## config.mk

```make
export PLATFORM = sky130hd
export DESIGN_NAME = flash_rewrite_ctl
export DESIGN_NICKNAME = d
export VERILOG_FILES = /design/src/rtl/fr_pkg.sv /design/src/rtl/fr_ctrl_regs.sv /design/src/rtl/fr_op_track.sv /design/src/rtl/fr_id_reg.sv /design/src/rtl/flash_rewrite_ctl.sv
export SDC_FILE = /design/constraint.sdc
export NUM_CORES = 1
export LEC_CHECK = 0
export ABC_AREA = 1
export BUFFER_PORTS_ARGS = -buffer_cell sky130_fd_sc_hd__buf_4
export CELL_PAD_IN_SITES_DETAIL_PLACEMENT = 1
export CELL_PAD_IN_SITES_GLOBAL_PLACEMENT = 1
export CORE_ASPECT_RATIO = 1.2
export CORE_UTILIZATION = 27
export DETAILED_ROUTE_END_ITERATION = 10
export PLACE_DENSITY = 0.92
export SYNTH_ARGS = -nofsm -noshare
export SYNTH_HDL_FRONTEND = slang
export SYNTH_SLANG_ARGS = --single-unit
```

## constraint.sdc

```tcl
create_clock -name clk_i -period 2.6 [get_ports clk_i]
set_clock_uncertainty 0.1 [all_clocks]
set_input_delay 0.52 -clock clk_i [delete_from_list [all_inputs] [get_ports clk_i]]
set_output_delay 0.52 -clock clk_i [all_outputs]
set_load 0.01 [all_outputs]
```

## src/rtl/fr_pkg.sv

```systemverilog
package fr_pkg;
    localparam int DATA_W     = 8;
    localparam int CTRL_REN   = 0;
    localparam int CTRL_MSEL  = 1;
    localparam int CTRL_BUSY  = 2;
    localparam int CTRL_OK    = 3;
    localparam int CTRL_ERR   = 4;
    localparam int CTRL_STALL = 5;
    localparam int CTRL_USED  = 6;

    typedef struct packed {
        logic ren;
        logic msel;
        logic ren_arm;
        logic msel_arm;
    } ctrl_st_t;

    typedef struct packed {
        logic stall;
        logic busy_prev;
        logic ok;
        logic err;
    } trk_st_t;

    typedef struct packed {
        logic armed;
    } id_st_t;
endpackage

```

## src/rtl/fr_ctrl_regs.sv

```systemverilog
module fr_ctrl_regs
    import fr_pkg::*;
(
    input  logic clk_i,
    input  logic rst_ni,
    input  logic wr_ctrl_i,
    input  logic wr_other_i,
    input  logic wen_bit_i,
    input  logic wmsel_bit_i,
    output logic ren_o,
    output logic msel_o
);
    ctrl_st_t st_d, st_q;

    always_comb begin
        st_d = st_q;
        if (wr_ctrl_i) begin
            if (!wen_bit_i) begin
                st_d.ren     = 1'b0;
                st_d.msel    = 1'b0;
                st_d.ren_arm = 1'b1;
            end else begin
                if (st_q.ren_arm) st_d.ren = 1'b1;
                st_d.ren_arm = 1'b0;
            end
            if (!wmsel_bit_i) begin
                st_d.msel     = 1'b0;
                st_d.msel_arm = 1'b1;
            end else begin
                if (st_q.msel_arm && st_q.ren && wen_bit_i) st_d.msel = 1'b1;
                st_d.msel_arm = 1'b0;
            end
        end else if (wr_other_i) begin
            st_d.ren_arm  = 1'b0;
            st_d.msel_arm = 1'b0;
        end
    end

    always_ff @(posedge clk_i) begin
        if (!rst_ni) st_q <= '0;
        else         st_q <= st_d;
    end

    assign ren_o  = st_q.ren;
    assign msel_o = st_q.msel;
endmodule

```

## src/rtl/fr_op_track.sv

```systemverilog
module fr_op_track
    import fr_pkg::*;
(
    input  logic clk_i,
    input  logic rst_ni,
    input  logic mode_b_i,
    input  logic exit_b_i,
    input  logic busy_i,
    input  logic done_i,
    input  logic err_i,
    input  logic susp_i,
    output logic stall_o,
    output logic ok_o,
    output logic err_o
);
    trk_st_t st_d, st_q;
    logic    start;

    always_comb begin
        st_d           = st_q;
        st_d.busy_prev = busy_i;
        start          = busy_i && !st_q.busy_prev;
        if (start) begin
            st_d.ok  = 1'b0;
            st_d.err = 1'b0;
        end
        if (done_i) begin
            st_d.ok  = !err_i;
            st_d.err = err_i;
        end
        if (done_i || susp_i || exit_b_i || !mode_b_i) st_d.stall = 1'b0;
        else if (start)                                st_d.stall = 1'b1;
    end

    always_ff @(posedge clk_i) begin
        if (!rst_ni) st_q <= '0;
        else         st_q <= st_d;
    end

    assign stall_o = st_q.stall;
    assign ok_o    = st_q.ok;
    assign err_o   = st_q.err;
endmodule

```

## src/rtl/fr_id_reg.sv

```systemverilog
module fr_id_reg
    import fr_pkg::*;
#(
    parameter logic [1:0] MODULE_TYPE = 2'b10
) (
    input  logic              clk_i,
    input  logic              rst_ni,
    input  logic              wr_id_i,
    input  logic              other_acc_i,
    input  logic [DATA_W-1:0] wdata_i,
    output logic [1:0]        id_o
);
    localparam logic [DATA_W-1:0] ID_KEY = '1;
    id_st_t st_d, st_q;

    always_comb begin
        st_d = st_q;
        if (wr_id_i)          st_d.armed = (wdata_i == ID_KEY);
        else if (other_acc_i) st_d.armed = 1'b0;
    end

    always_ff @(posedge clk_i) begin
        if (!rst_ni) st_q <= '0;
        else         st_q <= st_d;
    end

    assign id_o = st_q.armed ? MODULE_TYPE : 2'b00;
endmodule

```

## src/rtl/flash_rewrite_ctl.sv

```systemverilog
module flash_rewrite_ctl
    import fr_pkg::*;
#(
    parameter int                ADDR_W      = 2,
    parameter logic [ADDR_W-1:0] ADDR_CTRL   = 2'd0,
    parameter logic [ADDR_W-1:0] ADDR_STAT   = 2'd1,
    parameter logic [ADDR_W-1:0] ADDR_ID     = 2'd2,
    parameter logic [1:0]        MODULE_TYPE = 2'b10
) (
    input  logic              clk_i,
    input  logic              rst_ni,
    input  logic [ADDR_W-1:0] addr_i,
    input  logic              wr_i,
    input  logic              rd_i,
    input  logic [DATA_W-1:0] wdata_i,
    output logic [DATA_W-1:0] rdata_o,
    input  logic [DATA_W-1:0] stat_i,
    input  logic              busy_i,
    input  logic              done_i,
    input  logic              err_i,
    input  logic              susp_i,
    output logic              mode_b_o,
    output logic              stall_o
);
    localparam int PAD_W = DATA_W - CTRL_USED;

    logic wr_ctrl, wr_other, wr_id, other_acc, exit_b;
    logic ren, msel, ok, err, stall;
    logic [1:0] id_bits;
    logic [DATA_W-1:0] rd_val;

    assign wr_ctrl   = wr_i && (addr_i == ADDR_CTRL);
    assign wr_other  = wr_i && (addr_i != ADDR_CTRL);
    assign wr_id     = wr_i && (addr_i == ADDR_ID);
    assign other_acc = (wr_i || rd_i) && (addr_i != ADDR_ID);
    assign exit_b    = wr_ctrl && (!wdata_i[CTRL_REN] || !wdata_i[CTRL_MSEL]);

    fr_ctrl_regs u_ctrl (
        .clk_i       (clk_i),
        .rst_ni      (rst_ni),
        .wr_ctrl_i   (wr_ctrl),
        .wr_other_i  (wr_other),
        .wen_bit_i   (wdata_i[CTRL_REN]),
        .wmsel_bit_i (wdata_i[CTRL_MSEL]),
        .ren_o       (ren),
        .msel_o      (msel)
    );

    fr_op_track u_trk (
        .clk_i    (clk_i),
        .rst_ni   (rst_ni),
        .mode_b_i (ren && msel),
        .exit_b_i (exit_b),
        .busy_i   (busy_i),
        .done_i   (done_i),
        .err_i    (err_i),
        .susp_i   (susp_i),
        .stall_o  (stall),
        .ok_o     (ok),
        .err_o    (err)
    );

    fr_id_reg #(.MODULE_TYPE(MODULE_TYPE)) u_id (
        .clk_i       (clk_i),
        .rst_ni      (rst_ni),
        .wr_id_i     (wr_id),
        .other_acc_i (other_acc),
        .wdata_i     (wdata_i),
        .id_o        (id_bits)
    );

    always_comb begin
        rd_val = '0;
        if (addr_i == ADDR_CTRL) begin
            rd_val = {{PAD_W{1'b0}}, stall, err, ok, busy_i, msel, ren};
        end else if (addr_i == ADDR_STAT) begin
            rd_val = (ren && msel) ? '0 : stat_i;
        end else if (addr_i == ADDR_ID) begin
            rd_val = {{(DATA_W-2){1'b0}}, id_bits};
        end
    end

    assign rdata_o  = rd_i ? rd_val : '0;
    assign mode_b_o = ren && msel;
    assign stall_o  = stall;
endmodule

```

* Yosys cells after proc, flatten, opt, wreduce, memory -nomap -nowiden
Cells that the tools add are included.
** Operators by class
- Eq/ne operators :: 6
- Multiplexer cells :: 19
- Bitwise logic cells :: 1
- Reduce and logical (&&, ||, !) cells :: 27
** Operators with widths (count)
- $mux 8 :: 4
- $mux 2 :: 6
- $logic_and 1x1->1 :: 9
- $mux 1 :: 9
- $eq 8x8->1 const B :: 1
- $reduce_bool 2->1 :: 4
- $logic_not 1->1 :: 5
- $logic_or 1x1->1 :: 5
- $reduce_and 2->1 :: 2
- $ne 3x2->1 const B :: 1
- $eq 2x1->1 const B :: 1
- $eq 2x2->1 const B :: 1
- $logic_not 2->1 :: 1
- $ne 2x1->1 const B :: 1
- $ne 2x2->1 const B :: 1
- $reduce_or 2->1 :: 1
- $not 1->1 :: 1
** Word-level totals
- Register bits after elaboration :: 9
- Input port bits :: 26
- Output and inout port bits :: 10
- Logic and storage cells :: 62

* Longest topological paths before layout
Gate-level depths: netlist (run 1).
- Depth after elaboration :: 6
- Gate-level depth with buffers :: 7
- Mapped depth without buffers :: 7

* Hierarchy
A second synthesis (run 1) with hierarchy kept.
** Second synthesis, totals
- Cells, all modules :: 108
- Area, all modules :: 634.4 µm²
** Modules (own cells, without submodules)
- flash_rewrite_ctl :: times used 1, cells each 45, area an instance 216.5 µm², seq. area each 0.0 µm²
- fr_ctrl_regs :: times used 1, cells each 24, area an instance 166.4 µm², seq. area each 80.1 µm²
- fr_op_track :: times used 1, cells each 22, area an instance 157.7 µm², seq. area each 80.1 µm²
- fr_id_reg :: times used 1, cells each 17, area an instance 93.8 µm², seq. area each 20.0 µm²

* Least setup slack after synthesis (run 1)
OpenSTA, ideal clock, no wires.
- Path type :: in2out
- Start :: in addr_i[1]
- End :: out rdata_o[1]
- Data arrival time :: 1040 ps
- Data required time :: 1980 ps
- Setup slack :: 940 ps
- Stages on the path :: 5
- Cell sequence :: inv_2 nand2_2 nor2_4 nand2_1 a21oi_1
** Between the ends
- Cells in the longest elaborated chain, start to end :: 5
- Elaborated cells between the ends (all ways) :: 7
- Those cells by class :: eq/ne (2); mux (4); reduce/logical (1)
** RTL lines
- from (decl) :: line flash_rewrite_ctl.sv:12 : input logic [ADDR_W-1:0] addr_i,
- $eq 2x2->1 :: line flash_rewrite_ctl.sv:78 : end else if (addr_i == ADDR_ID) begin
- $mux 2 :: line flash_rewrite_ctl.sv:78
- $mux 8 :: line flash_rewrite_ctl.sv:76 : end else if (addr_i == ADDR_STAT) begin
- $mux 8 (*) :: line flash_rewrite_ctl.sv:74 : if (addr_i == ADDR_CTRL) begin
- $mux 8 (*) :: line flash_rewrite_ctl.sv:83 : assign rdata_o = rd_i ? rd_val : '0;
- to (decl) :: line flash_rewrite_ctl.sv:16 : output logic [DATA_W-1:0] rdata_o,
Mark *: on every way between the ends. The rest lies on a longest branch, timed or not.

* Worst setup path in the final report (run 1)
Ends and elaborated chain as after synthesis.

==> impl_metrics.prom, run 1 <==
# TYPE chip_impl_metric gauge
chip_impl_metric{name="grt_remaining_overflow",unit=""} 0
chip_impl_metric{name="post_cts_resized",unit=""} 0
chip_impl_metric{name="floorplan.die_area",unit="µm²"} 2250
chip_impl_info{name="outcome",value="finished with violations"} 1
chip_impl_metric{name="hold_fix_buffers_cts",unit=""} 0
chip_impl_metric{name="syn_inst",unit=""} 96
chip_impl_metric{name="cts.sink_count",unit=""} 9
chip_impl_metric{name="max_clock_freq",unit="MHz"} 530
chip_impl_metric{name="nets",unit=""} 161
chip_impl_metric{name="grt_pass1_wl",unit="µm"} 2970
chip_impl_info{name="yosys.area.top_type",value="dfxtp_1"} 1
chip_impl_metric{name="post_cts_buffers",unit=""} 0
chip_impl_metric{name="die-height",unit="µm"} 51.8
chip_impl_metric{name="cts_made_buffers",unit=""} 3
chip_impl_metric{name="ys_types",unit=""} 15
chip_impl_info{name="setup_repair_after_global_routing_missed_its_margin",value="no"} 1
chip_impl_metric{name="synth_largest_type_area_fraction",unit="%"} 32.3
chip_impl_metric{name="power.total",unit="µW"} 329
chip_impl_metric{name="drt_iter0_drc",unit=""} 14
chip_impl_metric{name="track_usage",unit="%"} 17.5
chip_impl_metric{name="timing_worst_slew_pin_value",unit="ns"} 0.285
chip_impl_metric{name="drive_above_1_share",unit="%"} 34.3
chip_impl_metric{name="boundaryPins",unit=""} 36
chip_impl_metric{name="area_delta_synth_final",unit="%"} 55.2
chip_impl_metric{name="synth_seq_cells",unit=""} 9
chip_impl_metric{name="layoutNonFillerInstCount",unit=""} 153
chip_impl_info{name="layout_common_cells",value="35 x buf_4, 29 x nand2_1, 13 x inv_1, 13 x nand3_1, 11 x nor2_1"} 1
chip_impl_metric{name="min_period",unit="ns"} 1.89
chip_impl_metric{name="vdd_drop_max",unit="V"} 0.000286
chip_impl_metric{name="std_cell_rows",unit=""} 17
chip_impl_metric{name="ys_warn_count",unit=""} 0
chip_impl_metric{name="io_buffers",unit=""} 35
chip_impl_metric{name="antenna_cells_inserted",unit=""} 0
chip_impl_metric{name="effective_utilization_at_floorplan",unit="%"} 29.5
chip_impl_metric{name="final.setup.tns",unit="ns"} 0
chip_impl_metric{name="layout.cell_area.non_filler",unit="µm²"} 866
chip_impl_metric{name="core_region_area",unit="µm²"} 1890
chip_impl_info{name="min_path_type",value="flop to flop"} 1
chip_impl_metric{name="antenna_found_initial",unit=""} 0
chip_impl_metric{name="wl_per_cell",unit="µm"} 11.6
chip_impl_info{name="worstSetupEndpointType",value="primary output"} 1
chip_impl_metric{name="clkSlewWorstSetupHoldPaths",unit="ns"} 0.06
chip_impl_metric{name="mappedNetlistArea",unit="µm²"} 558
chip_impl_metric{name="timing.final.hold_violations",unit=""} 0
chip_impl_metric{name="bufs_on_longest_clock_path",unit=""} 2
chip_impl_info{name="netlist_top_cells_area",value="dfxtp_1 32%, nand2_1 20%, nand3_1 12%"} 1
chip_impl_info{name="mostFrequentLayoutCell",value="buf_4"} 1
chip_impl_metric{name="cap_violations",unit=""} 0
chip_impl_metric{name="first_global_vias",unit=""} 748
chip_impl_metric{name="syn_area_per_cell",unit="µm²"} 5.81
chip_impl_metric{name="critical_path.max_fanout",unit=""} 7
chip_impl_metric{name="drt.antenna.violating_nets",unit=""} 0
chip_impl_metric{name="cts_max_level",unit=""} 1
chip_impl_info{name="cts_tree",value="done"} 1
chip_impl_metric{name="die-width",unit="µm"} 43.5
chip_impl_metric{name="vias",unit=""} 748
chip_impl_metric{name="maxSlewHeadroom",unit="%"} 81.0
chip_impl_metric{name="place_congestion",unit=""} 0.759
chip_impl_info{name="root_buffer",value="clkbuf_4"} 1
chip_impl_metric{name="setup_viol",unit=""} 0
chip_impl_metric{name="place_area",unit="µm²"} 840
chip_impl_info{name="violated_checks",value="design-rule violations"} 1
chip_impl_metric{name="maxSlewViolCount",unit=""} 0
chip_impl_metric{name="post-route-util",unit="%"} 45.7
chip_impl_metric{name="synth.yosys.seq_area_share",unit="%"} 32.3
chip_impl_metric{name="power_density",unit="nW/µm²"} 380
chip_impl_metric{name="avgViaCountPerCell",unit=""} 4.89
chip_impl_metric{name="detailed_place_hpwl",unit="µm"} 1520
chip_impl_metric{name="cellLeakagePower",unit="µW"} 0.000477
chip_impl_metric{name="dp_cell_count",unit=""} 149
chip_impl_metric{name="detail_route.first_pass.iterations",unit=""} 7
chip_impl_metric{name="clock_insertion_delay_worst_skew",unit="ns"} 0.26
chip_impl_metric{name="grt_start_max_net_pins",unit=""} 14
chip_impl_metric{name="remaining_drc_errors",unit=""} 8
chip_impl_info{name="criticalPathCategory",value="input port to primary output"} 1
chip_impl_metric{name="final.period_utilization",unit="%"} 72.6
chip_impl_info{name="setup.worst_path.start_class",value="input port"} 1
chip_impl_metric{name="worst-endpoint-required",unit="ns"} 1.98
chip_impl_metric{name="synth_nets",unit=""} 122
chip_impl_metric{name="route.final.wire_length",unit="µm"} 1780
chip_impl_metric{name="timing.critical_path.arrival",unit="ns"} 1.27
## logic make-up (layout without fill, tap and decap cells)
group,count (synthesis),in the layout,synth area share (%)
AO/OA/AOI/OAI,9,9,8.30
AND/OR/NAND/NOR,60,60,47.1
flip-flops,9,9,32.3
buffers and inverters,18,56,12.3
## sequential cells by signal, summed over array words and instances (netlist names)
register / flops
u_id.st_q: 1
u_trk.stall_o: 1
u_trk.ok_o: 1
u_ctrl.ren_o: 1
u_trk.err_o: 1
u_trk.st_q: 1
u_ctrl.msel_o: 1
u_ctrl.st_q: 2
## metrics by stage
step                      worst slack, ns  hold WS, ns
after floorplan                     0.940        0.343
after global placement              0.747        0.354
after detailed placement            0.706        0.363
after CTS                           0.703        0.379
after global routing                0.611        0.385
final                               0.713        0.381
## cell type report
class,instances,area [µm²]
fill,280,1030
multi-input combinational,69,309
timing repair buffer,35,263
sequential,9,180
inverter,17,63.8
clock buffer,4,26.3
tap,19,23.8
## report_power, final
group,switching (µW),internal [µW],total [µW]
logic,36.1,39.5,75.6
registers,1.73,141,143
clock network,51.1,59.3,110
total,88.9,240,329
## worst max-delay path: stages
cell and delay [ns]:
buf_4 0.12, inv_2 0.06, nand2_2 0.06, nor2_4 0.17
nand2_1 0.08, a21oi_1 0.13, buf_4 0.13
## Yosys cell counts, drive strengths merged
cell	n
a21oi	6
o21ai	2
nor2	14
nand4	2
nor3	1
a31oi	1
nand3	13
nand2	30
buf	1
inv	17
dfxtp	9
## per-layer routing
metal	up-vias	GRT usage (%)	part of all wire, %
met5	-	0	0
met4	0	9.38	0.56
met3	2	1.04	3.5
met2	15	33.3	56
met1	356	19.0	40
li1	375	-	-
## final timing paths
| kind | startpoint | endpoint | slack, ns | cells past startpoint |
|---|---|---|---|---|
| worst min-delay path | u_id.st_q | u_id.st_q | 0.38 | 2 |
| worst max-delay path | addr_i[1] | rdata_o[1] | 0.71 | 7 |
| worst min register to register | u_id.st_q | u_id.st_q | 0.38 | 2 |
| worst max register to register | u_ctrl.ren_o | u_ctrl.msel_o | 1.67 | 5 |
Note: power is estimated with default switching activity, not from simulation.
==> run 2: changes to the inputs <==
- ABC_AREA: 1 -> 0
- CORE_UTILIZATION: 27 -> 26
- PLACE_DENSITY: 0.92 -> 0.86
- clock period: 2.6 -> 1.96 ns (I/O delays scaled with it)
==> run 2 against run 1 <==
The flow now finishes without violations. Routed wire length down 20%. Non-clock buffer count increased by 1. Total power grew 30%. Synthesized cell count is 41% lower. First-iteration DRC count is 71% lower. Worst setup slack got worse by 0.62 ns. Highest routed layer unchanged.
==> impl_metrics.prom, run 2 <==
# TYPE chip_impl_metric gauge
chip_impl_metric{name="ys_warn_count",unit=""} 0
chip_impl_metric{name="clkSlewWorstSetupHoldPaths",unit="ns"} 0.06
chip_impl_info{name="synth_ff_type",value="dfxtp_1"} 1
chip_impl_metric{name="setup_viol",unit=""} 0
chip_impl_info{name="min_path_type",value="input port to flop"} 1
chip_impl_metric{name="min_period",unit="ns"} 1.87
chip_impl_metric{name="floorplan.die_area",unit="µm²"} 2130
chip_impl_metric{name="drt.antenna.violating_nets",unit=""} 0
chip_impl_metric{name="nets",unit=""} 123
chip_impl_metric{name="syn_area_per_cell",unit="µm²"} 8.87
chip_impl_info{name="root_buffer",value="clkbuf_4"} 1
chip_impl_info{name="post_synth_most_frequent_cells",value="9 x dfxtp_1, 6 x and2_1, 5 x a22o_1, 4 x nor3b_1"} 1
chip_impl_metric{name="cts.sink_count",unit=""} 9
chip_impl_metric{name="wl_per_cell",unit="µm"} 12.5
chip_impl_info{name="registers.top_by_ff_count",value="u_ctrl.st_q"} 1
chip_impl_info{name="layout_common_cells",value="36 x buf_4, 8 x dfxtp_1, 6 x and2_1, 5 x a22o_1, 4 x nor3b_1"} 1
chip_impl_metric{name="effective_utilization_at_floorplan",unit="%"} 27.6
chip_impl_metric{name="hold_fix_buffers_cts",unit=""} 0
chip_impl_metric{name="bufs_on_longest_clock_path",unit=""} 2
chip_impl_metric{name="dp_cell_count",unit=""} 111
chip_impl_info{name="cts_tree",value="done"} 1
chip_impl_info{name="criticalPathCategory",value="flop to primary output"} 1
chip_impl_metric{name="maxSlewHeadroom",unit="%"} 78.8
chip_impl_metric{name="synth.yosys.seq_area_share",unit="%"} 35.6
chip_impl_metric{name="synth_fa_ha_area_share",unit="%"} 0
chip_impl_metric{name="timing_worst_slew_pin_value",unit="ns"} 0.313
chip_impl_metric{name="cts_max_level",unit=""} 1
chip_impl_metric{name="synth-simple-area-share",unit="%"} 34.7
chip_impl_info{name="crit_path_cell_trace",value="a21oi_1, and3_2, a22o_1, buf_4"} 1
chip_impl_metric{name="first_global_vias",unit=""} 567
chip_impl_metric{name="synth-xor-area-share",unit="%"} 0
chip_impl_metric{name="remaining_drc_errors",unit=""} 0
chip_impl_info{name="setup.worst_path.start_class",value="flop"} 1
chip_impl_metric{name="post_cts_buffers",unit=""} 0
chip_impl_metric{name="timing.final.hold_violations",unit=""} 0
chip_impl_metric{name="detailed_place_hpwl",unit="µm"} 1190
chip_impl_info{name="worstSetupEndpointType",value="primary output"} 1
chip_impl_info{name="crit_path_top_delay_cell",value="dfxtp_1"} 1
chip_impl_metric{name="boundaryPins",unit=""} 36
chip_impl_metric{name="route.final.wire_length",unit="µm"} 1430
chip_impl_metric{name="antenna_cells_inserted",unit=""} 0
chip_impl_metric{name="synth_seq_cells",unit=""} 9
chip_impl_metric{name="final.period_utilization",unit="%"} 95.3
chip_impl_metric{name="synth_nets",unit=""} 83
chip_impl_metric{name="synth_mux_area_share",unit="%"} 0
chip_impl_metric{name="core_region_area",unit="µm²"} 1830
chip_impl_metric{name="ys_types",unit=""} 26
chip_impl_metric{name="synth_compound_area_share",unit="%"} 26.7
chip_impl_metric{name="mappedNetlistArea",unit="µm²"} 505
chip_impl_metric{name="std_cell_rows",unit=""} 17
chip_impl_metric{name="track_usage",unit="%"} 15.0
chip_impl_metric{name="clock_insertion_delay_worst_skew",unit="ns"} 0.27
chip_impl_metric{name="vdd_drop_max",unit="V"} 0.000319
chip_impl_metric{name="antenna_found_initial",unit=""} 0
chip_impl_metric{name="cap_violations",unit=""} 0
chip_impl_info{name="synth_most_common_cell",value="dfxtp_1"} 1
chip_impl_metric{name="drt_iter0_drc",unit=""} 4
chip_impl_metric{name="syn_inst",unit=""} 57
chip_impl_metric{name="synth_largest_type_area_fraction",unit="%"} 35.6
chip_impl_metric{name="fillCellCount",unit=""} 231
chip_impl_metric{name="area_delta_synth_final",unit="%"} 61.6
chip_impl_metric{name="avgViaCountPerCell",unit=""} 5.05
chip_impl_metric{name="worst-endpoint-required",unit="ns"} 1.47
chip_impl_metric{name="vias",unit=""} 581
chip_impl_metric{name="max_clock_freq",unit="MHz"} 535
chip_impl_metric{name="cellLeakagePower",unit="µW"} 0.000367
chip_impl_metric{name="timing.critical_path.arrival",unit="ns"} 1.38
chip_impl_info{name="setup_repair_after_global_routing_missed_its_margin",value="no"} 1
chip_impl_metric{name="grt_start_max_net_pins",unit=""} 10
chip_impl_metric{name="die-height",unit="µm"} 50.3
chip_impl_metric{name="detail_route.first_pass.iterations",unit=""} 3
chip_impl_metric{name="post-route-util",unit="%"} 44.7
chip_impl_metric{name="grt_pass1_wl",unit="µm"} 2350
chip_impl_metric{name="die-width",unit="µm"} 42.3
chip_impl_metric{name="hold_ws",unit="ns"} 0.257
chip_impl_metric{name="grt_remaining_overflow",unit=""} 0
chip_impl_metric{name="place_congestion",unit=""} 0.744
chip_impl_info{name="largest_family_of_logic_cells_by_synthesized_area",value="simple AND/OR/NAND/NOR gates"} 1
chip_impl_metric{name="critical_path.max_fanout",unit=""} 7
chip_impl_metric{name="layoutNonFillerInstCount",unit=""} 115
chip_impl_metric{name="maxSlewViolCount",unit=""} 0
chip_impl_metric{name="synth_edf_count",unit=""} 0
chip_impl_info{name="outcome",value="complete, no violations"} 1
chip_impl_metric{name="final.setup.tns",unit="ns"} 0
chip_impl_info{name="netlist_top_cells_area",value="dfxtp_1 36%, a22o_1 8.7%, and2_1 7.4%"} 1
chip_impl_metric{name="power_density",unit="nW/µm²"} 523
chip_impl_metric{name="worst_path_largest_cell_delay",unit="ns"} 0.37
chip_impl_metric{name="cts_made_buffers",unit=""} 3
chip_impl_metric{name="io_buffers",unit=""} 35
chip_impl_info{name="mostFrequentLayoutCell",value="buf_4"} 1
chip_impl_metric{name="drive_above_1_share",unit="%"} 46.9
chip_impl_metric{name="largest_register_ffs",unit=""} 2
chip_impl_metric{name="async_flop_share",unit="%"} 0
chip_impl_info{name="yosys.area.top_type",value="dfxtp_1"} 1
==> run 2: changes by cell type after synthesis, moves of 3 or more <==
cell      change
inv_1        -12
a22o_1        +5
nor2_1        -8
nand3_1      -13
nand2b_1      +3
a21oi_1       -3
nor3b_1       +4
nand2_1      -26
inv_2         -4
and2_1        +6
==> run 2: what timing repair did <==
item                                    in CTS  in global routing
endpoints found under the setup margin       0                  5
gates resized for setup                      0                  2
hold endpoints to repair                     0                  0
==> run 2: cells by family (layout without fill, tap and decap cells) <==
family / count (synthesis) / after routing
buffers and inverters: 2 / 41
and+or+nand+nor: 28 / 28
AOI/OAI and AO/OA: 18 / 18
DFF: 9 / 9
==> run 2: area by class of cell <==
class / instances / area (µm²) / share of cell area, %
Multi-Input combinational cell: 46 / 312 / 38.1
Timing Repair Buffer: 36 / 270 / 33.1
Sequential cell: 9 / 181 / 22.2
Clock buffer: 4 / 26.3 / 3.22
Tap cell: 19 / 23.8 / 2.91
Inverter: 1 / 3.75 / 0.459
==> run 2: worst max-delay path: cells and delay by family (launching register included) <==
kind | cells | cell delay (ns)
AOI/OAI and AO/OA | 2 | 0.34
buffers and inverters | 1 | 0.14
DFF | 1 | 0.37
and+or+nand+nor | 1 | 0.26
==> run 2: final timing paths <==
kind,from,cells past startpoint,slack (ns),to
worst max-delay path,u_ctrl.msel_o,4,0.09,rdata_o[2]
worst min-delay path,busy_i,2,0.26,u_trk.st_q[2]
worst max register to register,u_trk.st_q[2],3,0.93,u_trk.err_o
worst min register to register,u_ctrl.st_q[1],2,0.44,u_ctrl.ren_o
==> run 2: metal layers <==
layer	vias to the layer above	GRT usage (%)	part of all wire, %
met5	-	0	0
met4	0	12.5	3.6
met3	5	2.52	4.3
met2	17	26.9	53
met1	269	14.7	39
li1	290	-	-
==> run 2: per-stage QoR <==
| step | worst slack (ns) | area (µm²) | power [µW] |
|---|---|---|---|
| finish | 0.0925 | 817 | 427 |
| global route | 0.0156 | 817 | 446 |
| CTS | 0.0502 | 815 | 429 |
| detailed placement | 0.199 | 788 | 283 |
| global placement | 0.234 | 788 | 281 |
| floorplan | 0.457 | 505 | 223 |
==> run 2: where the power goes <==
group / internal (µW) / switching, µW / total (µW)
registers: 187 / 2.10 / 189
logic: 55.4 / 33.6 / 88.9
clock network: 78.8 / 70.2 / 149
total: 321 / 106 / 427
